==> config.mk <==
export PLATFORM = sky130hd
export DESIGN_NAME = xcvr_top
export DESIGN_NICKNAME = d
export VERILOG_FILES = /design/src/rtl/xcvr_pkg.sv /design/src/rtl/xcvr_sync.sv /design/src/rtl/xcvr_edge_fsm.sv /design/src/rtl/xcvr_lane.sv /design/src/rtl/xcvr_top.sv
export SDC_FILE = /design/constraint.sdc
export NUM_CORES = 1
export LEC_CHECK = 0
export ABC_AREA = 0
export BUFFER_PORTS_ARGS = -buffer_cell sky130_fd_sc_hd__buf_2
export CAP_MARGIN = 15
export CORE_ASPECT_RATIO = 1.2
export CORE_UTILIZATION = 50
export DETAILED_ROUTE_END_ITERATION = 10
export GPL_TIMING_DRIVEN = 1
export PLACE_DENSITY_LB_ADDON = 0.2
export SYNTH_ARGS = -nofsm -noshare
export SYNTH_HDL_FRONTEND = slang
export SYNTH_HIERARCHICAL = 1
export SYNTH_SLANG_ARGS = --single-unit
==> constraint.sdc <==
create_clock -name clk -period 1.9 [get_ports clk]
set_input_delay 0.095 -clock clk [delete_from_list [all_inputs] [get_ports clk]]
set_output_delay 0.095 -clock clk [all_outputs]
set_load 0.1 [all_outputs]
==> src/rtl/xcvr_pkg.sv <==
package xcvr_pkg;

    // Capture-strobe edge detector states
    typedef enum logic [1:0] {
        EDGE_IDLE = 2'd0,
        EDGE_FIRE = 2'd1,
        EDGE_WAIT = 2'd2
    } edge_state_e;

    // Source choice for one direction of transfer
    typedef enum logic {
        SRC_LIVE = 1'b0,
        SRC_HELD = 1'b1
    } lane_src_e;

endpackage

==> src/rtl/xcvr_sync.sv <==
module xcvr_sync #(
    parameter int STAGES = 2
) (
    input  logic clk,
    input  logic rst,
    input  logic d,
    output logic q
);
    logic [STAGES-1:0] pipe;

    generate
        if (STAGES == 1) begin : g_single
            always_ff @(posedge clk) begin
                if (rst) pipe <= '0;
                else     pipe <= d;
            end
        end else begin : g_chain
            always_ff @(posedge clk) begin
                if (rst) pipe <= '0;
                else     pipe <= {pipe[STAGES-2:0], d};
            end
        end
    endgenerate

    assign q = pipe[STAGES-1];
endmodule

==> src/rtl/xcvr_edge_fsm.sv <==
module xcvr_edge_fsm
    import xcvr_pkg::*;
(
    input  logic clk,
    input  logic rst,
    input  logic level,
    output logic fire
);
    edge_state_e state_q;
    edge_state_e state_d;

    // State register
    always_ff @(posedge clk) begin
        if (rst) state_q <= EDGE_IDLE;
        else     state_q <= state_d;
    end

    // Next-state logic
    always_comb begin
        state_d = EDGE_IDLE;
        unique case (state_q)
            EDGE_IDLE: state_d = level ? EDGE_FIRE : EDGE_IDLE;
            EDGE_FIRE: state_d = level ? EDGE_WAIT : EDGE_IDLE;
            EDGE_WAIT: state_d = level ? EDGE_WAIT : EDGE_IDLE;
            default:   state_d = EDGE_IDLE;
        endcase
    end

    // Output logic: one pulse per entry into FIRE
    always_comb begin
        fire = 1'b0;
        unique case (state_q)
            EDGE_FIRE: fire = 1'b1;
            EDGE_IDLE,
            EDGE_WAIT: fire = 1'b0;
            default:   fire = 1'b0;
        endcase
    end
endmodule

==> src/rtl/xcvr_lane.sv <==
module xcvr_lane
    import xcvr_pkg::*;
#(
    parameter int W = 8
) (
    input  logic         clk,
    input  logic         rst,
    input  logic         cap_en,
    input  logic         held_sel,
    input  logic [W-1:0] src_seen,
    output logic [W-1:0] dst_data
);
    logic [W-1:0] store_q;
    logic [W-1:0] live_q;
    lane_src_e    src;

    // Storage register: loads only on a capture pulse
    always_ff @(posedge clk) begin
        if (rst)         store_q <= '0;
        else if (cap_en) store_q <= src_seen;
    end

    // Registered copy of the source port; keeps the bus loop sequential
    always_ff @(posedge clk) begin
        if (rst) live_q <= '0;
        else     live_q <= src_seen;
    end

    assign src = lane_src_e'(held_sel);

    always_comb begin
        dst_data = live_q;
        unique case (src)
            SRC_LIVE: dst_data = live_q;
            SRC_HELD: dst_data = store_q;
            default:  dst_data = live_q;
        endcase
    end
endmodule

==> src/rtl/xcvr_top.sv <==
module xcvr_top #(
    parameter int W           = 8,
    parameter int SYNC_STAGES = 2
) (
    input  logic         clk,
    input  logic         rst,
    input  logic [W-1:0] a_in,
    output logic [W-1:0] a_out,
    output logic         a_oe,
    input  logic [W-1:0] b_in,
    output logic [W-1:0] b_out,
    output logic         b_oe,
    input  logic         a_drive_en_n,
    input  logic         b_drive_en,
    input  logic         a_to_b_held,
    input  logic         b_to_a_held,
    input  logic         cap_a_strobe,
    input  logic         cap_b_strobe
);
    localparam int NDIR = 2;

    logic [NDIR-1:0] strobe_raw;
    logic [NDIR-1:0] strobe_sync;
    logic [NDIR-1:0] cap_fire;
    logic            cap_a_fire;
    logic            cap_b_fire;
    logic [W-1:0]    a_seen;
    logic [W-1:0]    b_seen;

    // Pad enables with opposite polarities
    assign a_oe = ~a_drive_en_n;
    assign b_oe = b_drive_en;

    // Bus resolution: an enabled port sees its own drive
    assign a_seen = a_oe ? a_out : a_in;
    assign b_seen = b_oe ? b_out : b_in;

    assign strobe_raw = {cap_b_strobe, cap_a_strobe};

    generate
        for (genvar i = 0; i < NDIR; i++) begin : g_strobe
            xcvr_sync #(.STAGES(SYNC_STAGES)) u_sync (
                .clk (clk),
                .rst (rst),
                .d   (strobe_raw[i]),
                .q   (strobe_sync[i])
            );
            xcvr_edge_fsm u_edge (
                .clk   (clk),
                .rst   (rst),
                .level (strobe_sync[i]),
                .fire  (cap_fire[i])
            );
        end
    endgenerate

    assign cap_a_fire = cap_fire[0];
    assign cap_b_fire = cap_fire[1];

    // A register, feeds port B
    xcvr_lane #(.W(W)) u_lane_ab (
        .clk      (clk),
        .rst      (rst),
        .cap_en   (cap_a_fire),
        .held_sel (a_to_b_held),
        .src_seen (a_seen),
        .dst_data (b_out)
    );

    // B register, feeds port A
    xcvr_lane #(.W(W)) u_lane_ba (
        .clk      (clk),
        .rst      (rst),
        .cap_en   (cap_b_fire),
        .held_sel (b_to_a_held),
        .src_seen (b_seen),
        .dst_data (a_out)
    );
endmodule

* After elaboration in Yosys (flattened, before gate mapping)
Index checks and enable logic that the tools add are counted.
Cells by class: multiplexer cells 12, equal/unequal tests 4, reduce and logical (&&, ||, !) cells 4, bitwise gates (word level) 3
Operator list (number):
- 8-bit case mux with 2 select lines | 2
- 8-bit two-way mux | 2
- 2-bit case mux with 2 select lines | 2
- 2-bit by 1-bit equality test with 1-bit output (second input constant) | 2
- 2-bit equality test (second input constant) | 2
- 2-bit zero test | 2
- 1-bit two-way mux | 4
- 2-bit two-way mux | 2
- 2-bit OR reduction | 2
- 1-bit inverter | 3
Storage, ports and cells: output and inout bits 18, logic and storage cells 31, register bits 40

* Logic depth before layout (Yosys ltp)
word-level depth 3, mapped depth 5

* Modules after synthesis
The synthesis kept the hierarchy.
Modules (own cells, without submodules):
- xcvr_lane | cells each 51, area each 630.6 um^2, sequential area each 320.3 um^2, times used 2
- xcvr_top | cells each 20, area each 274.0 um^2, sequential area each 0.0 um^2, times used 1
- xcvr_edge_fsm | cells each 9, area each 107.6 um^2, sequential area each 40.0 um^2, times used 2
- xcvr_sync | cells each 4, area each 52.6 um^2, sequential area each 40.0 um^2, times used 2

* Worst setup path after synthesis
OpenSTA, ideal clock, no wires.
path kind flip-flop to flip-flop, start point register u_lane_ba.live_q[0], end point register u_lane_ab.store_q[0], stages on the path, launching flop included 5, buffers on the path 0, arrival 1.151 ns, required time 1.786 ns, slack 0.634 ns, clock period less this slack 1.266 ns, cells stage by stage dfxtp_1 -> mux2_4 -> mux2_4 -> mux2i_1 -> nor2_1
On the way: word-level cells in the longest chain between the ends 2
RTL lines:
- start: declaration | line xcvr_lane.sv:14 | logic [W-1:0] live_q;
- start signal: assignment | line xcvr_lane.sv:26 | else live_q <= src_seen;
- 8-bit case mux with 2 select lines | line xcvr_lane.sv:33 | unique case (src)
- net a_out[0] | line xcvr_top.sv:8 | output logic [W-1:0] a_out,
- 8-bit two-way mux | line xcvr_top.sv:35 | assign a_seen = a_oe ? a_out : a_in;
- net a_seen[0] | line xcvr_top.sv:27 | logic [W-1:0] a_seen;
- end signal: assignment | line xcvr_lane.sv:20 | else if (cap_en) store_q <= src_seen;
- end: declaration | line xcvr_lane.sv:13 | logic [W-1:0] store_q;
The timed path passes the listed nets, and every way through them passes these cells. A chain may end at the register's enable or synchronous reset.

* Worst setup path after layout
start point register g_strobe[1].u_edge.state_q[0], end point register u_lane_ba.store_q[7]
On the way: word-level cells in the longest chain between the ends 2
RTL lines:
- start: declaration | line xcvr_edge_fsm.sv:9 | edge_state_e state_q;
- start signal: assignment | line xcvr_edge_fsm.sv:15 | else state_q <= state_d;
- 2-bit by 1-bit equality test with 1-bit output | line xcvr_edge_fsm.sv:32 | unique case (state_q)
- 1-bit two-way mux | line xcvr_edge_fsm.sv:32
- net cap_b_fire | line xcvr_top.sv:26 | logic cap_b_fire;
- end signal: assignment | line xcvr_lane.sv:20
- end: declaration | line xcvr_lane.sv:13
The timed path passes the listed nets, and every way through them passes these cells.

==> summary.txt <==
Synth
  – Number of cells produced by synthesis: 148
  – Fraction of the yosys area taken by sequential cells: 0.432
  – Syn_area_per_cell: 12.5 um2
  – Number of synthesized register bits: 40
  – Post-synth cell types: 11
  – Netlist area before placement: 1860 um2
  – Warnings from Yosys: 6
  – Post-Synthesis Net Count: 178

Clocking
  – H-tree depth: 2
  – Clock network latency to the later pin of the worst-skew pair: 0.28 ns
  – Post-cts repair resize count: 0
  – Total clock sinks: 40
  – Post-CTS Setup Inserts: 0
  – TritonCTS clock tree: yes
  – Clock input transition at the sequential cells of the worst setup and hold paths: 0.08 ns
  – Number of buffers created by CTS: 5
  – Clock root buffer: sky130_fd_sc_hd__clkbuf_8
  – Number of buffers between clock root and the deepest sink: 2
  – Post-CTS Hold Fix Bufs: 0

Timing
  – Count of endpoints failing setup in the final report: 0
  – Setup repair after global routing missed its margin: no
  – Maximum clock frequency: 727 MHz
  – Slew Limit Headroom: 0.618
  – Worst-Margin Slew: 0.573 ns
  – Setup_tns: 0 ns
  – Slew Viols, Final: 0
  – Worst setup skew after layout: 0.00704 ns
  – Minimum clock period after layout: 1.38 ns
  – Final Cycle Share: 0.724
  – Number of endpoints with negative hold slack in the final report: 0

Final layout
  – Post-layout utilization of the core: 0.623
  – Antenna diode count: 0
  – Design area: 2150 um2
  – Area growth from synthesis to layout: 15.9%
  – Filler instances: 287
  – Leading cell types in the layout, fill and taps excluded: sky130_fd_sc_hd__buf_2 (41), sky130_fd_sc_hd__dfxtp_1 (40), sky130_fd_sc_hd__mux2_4 (32)
  – Net count of the finished layout: about 220
  – Most common cell after layout, fill and taps aside: sky130_fd_sc_hd__buf_2
  – Layout cell share with drive strength beyond 1: 0.455

Floorplanning
  – Effective utilization at floorplan: 0.537
  – Core Region: 3450 um2
  – Die Ht: 68.7 um
  – Chip Width: slightly below 60 um
  – Area of the die: 3960 um2
  – Count of pins on the block boundary: 42
  – Number of placement rows: 23

Routing
  – Iteration-0 DRC count of the detailed router: 33
  – Post-route ant nets: 0
  – Routed vias: approximately 1.2k
  – Per-cell routed wire length: approximately 15 um
  – Max layer used: met4
  – Routed length on met3: 149 um
  – Number of vias per cell: 5.15
  – Met1 Routed Length: 1470 um
  – Drt first pass iters: 7
  – DRC violation count after routing: 3
  – Met2 Routed Length: around 1700 um
  – Final Routed Wirelength: between 3000 and 4000 um

Global route
  – Via count of the first global-routing pass: around 1.1k
  – Antenna violations before repair: 0
  – Global-route wire length before repair: about 5300 um
  – GR Util All Layers: 0.184
  – Total gr overflow: 0
  – Largest net degree at the start of global routing: 30

Critical path
  – Startpoint-to-endpoint class of the critical path: register to register
  – Library cell contributing the largest single delay on the critical path: sky130_fd_sc_hd__ha_1
  – Maximum fanout encountered on the critical timing path: 8
  – CP Capture Type: register
  – Arrival @ worst endpoint: 1.54 ns
  – Kind of start point of the critical path: register
  – Worst path max stage delay: 0.54 ns
  – CP Cell Sequence: ha_1 -> mux2i_1 -> nor2_1
  – WP data required: approximately 2.1 ns

Pwr
  – Leakage power figure: 1.01 nW
  – Max rail drop VDD: about 0.66 mV
  – PD cells: approximately 900 nW/um2
  – Post-layout total power: around 0.0019 W

Flow run
  – Max Cap Viol: 0

Placed design
  – Area after DPL: 2020 um2
  – Port-buffer cells: 41
  – HPWL after detailed placement: 2410 um
  – Final estimated routing congestion in global placement: 0.660

Worst hold path
  – Class of the tightest hold or removal check: input pin to register

Status
  – Failing checks: design-rule violations
  – Status: finished with violations
synth_stat cells:
cell,number,share of area
sky130_fd_sc_hd__and3b_2,2,0.011
sky130_fd_sc_hd__nor2b_1,20,0.067
sky130_fd_sc_hd__nor2_1,16,0.032
sky130_fd_sc_hd__buf_4,3,0.012
sky130_fd_sc_hd__ha_1,6,0.040
sky130_fd_sc_hd__and4bb_2,2,0.013
sky130_fd_sc_hd__buf_6,6,0.036
sky130_fd_sc_hd__dfxtp_1,40,0.43
sky130_fd_sc_hd__mux2i_1,16,0.086
sky130_fd_sc_hd__mux2_4,32,0.26
sky130_fd_sc_hd__inv_1,5,0.010
state kept, by name (all words and copies together), names as in the netlist:
register / flops
u_lane_ba/live_q: 8
g_strobe.u_sync/pipe: 4
u_lane_ab/store_q: 8
u_lane_ab/live_q: 8
u_lane_ba/store_q: 8
g_strobe.u_edge/state_q: 4
critical path: cells and delay by family, from the launching register on:
family / cells / cell delay (ns)
AND/OR/NAND/NOR: 1 / 0.06
multiplexers: 1 / 0.29
adder cells (fa/ha/maj): 1 / 0.54
flip-flops: 1 / 0.37
where the power goes:
part | switching [W] | internal (W) | leakage [nW] | total (W)
sequential | 0.00000906 | 0.000866 | 0.326 | 0.000875
combinational | 0.000197 | 0.000112 | 0.624 | 0.000310
clock | 0.000272 | 0.000463 | 0.0645 | 0.000735
final timing paths:
| check | startpoint | end | slack [ns] | cells after the start |
|---|---|---|---|---|
| hold / removal | cap_b_strobe | g_strobe[1].u_sync/pipe[0] | 0.02 | 2 |
| hold reg to reg | g_strobe[0].u_sync/pipe[0] | g_strobe[0].u_sync/pipe[1] | 0.44 | 1 |
| setup / recovery | g_strobe[1].u_edge/state_q[0] | u_lane_ba/store_q[7] | 0.52 | 3 |
| setup reg to reg | g_strobe[1].u_edge/state_q[0] | u_lane_ba/store_q[7] | 0.52 | 3 |
stage by stage:
step                hold slack, ns  std cells  worst slack [ns]
floorplan                    0.167        148             0.634
global placement             0.311        218             0.572
detailed placement           0.313        218             0.524
CTS                         0.0150        226             0.482
global route                0.0182        226             0.420
finish                      0.0216        226             0.524
per-layer routing:
layer,up-vias,global-route usage
li1,567,-
met1,555,0.218
met3,6,0.0466
met5,-,0
met2,37,0.311
met4,0,0.0915
cell type report:
cell class	count	area, um2	area share
clock buffer	7	96.3	0.0448
clock inverter	1	30.0	0.0140
inverter	5	18.8	0.00873
multi-input combinational	94	946	0.440
sequential	40	801	0.372
tap	37	46.3	0.0215
timing repair buffer	42	213	0.0989
kinds of logic after synthesis:
family                   count (synthesis)  synth area share
multiplexers                            48             0.345
AND/OR/NAND/NOR                         40             0.124
flip-flops                              40             0.432
buffers and inverters                   14            0.0587
adder cells (fa/ha/maj)                  6            0.0405
(Power assumes the default switching activity.)
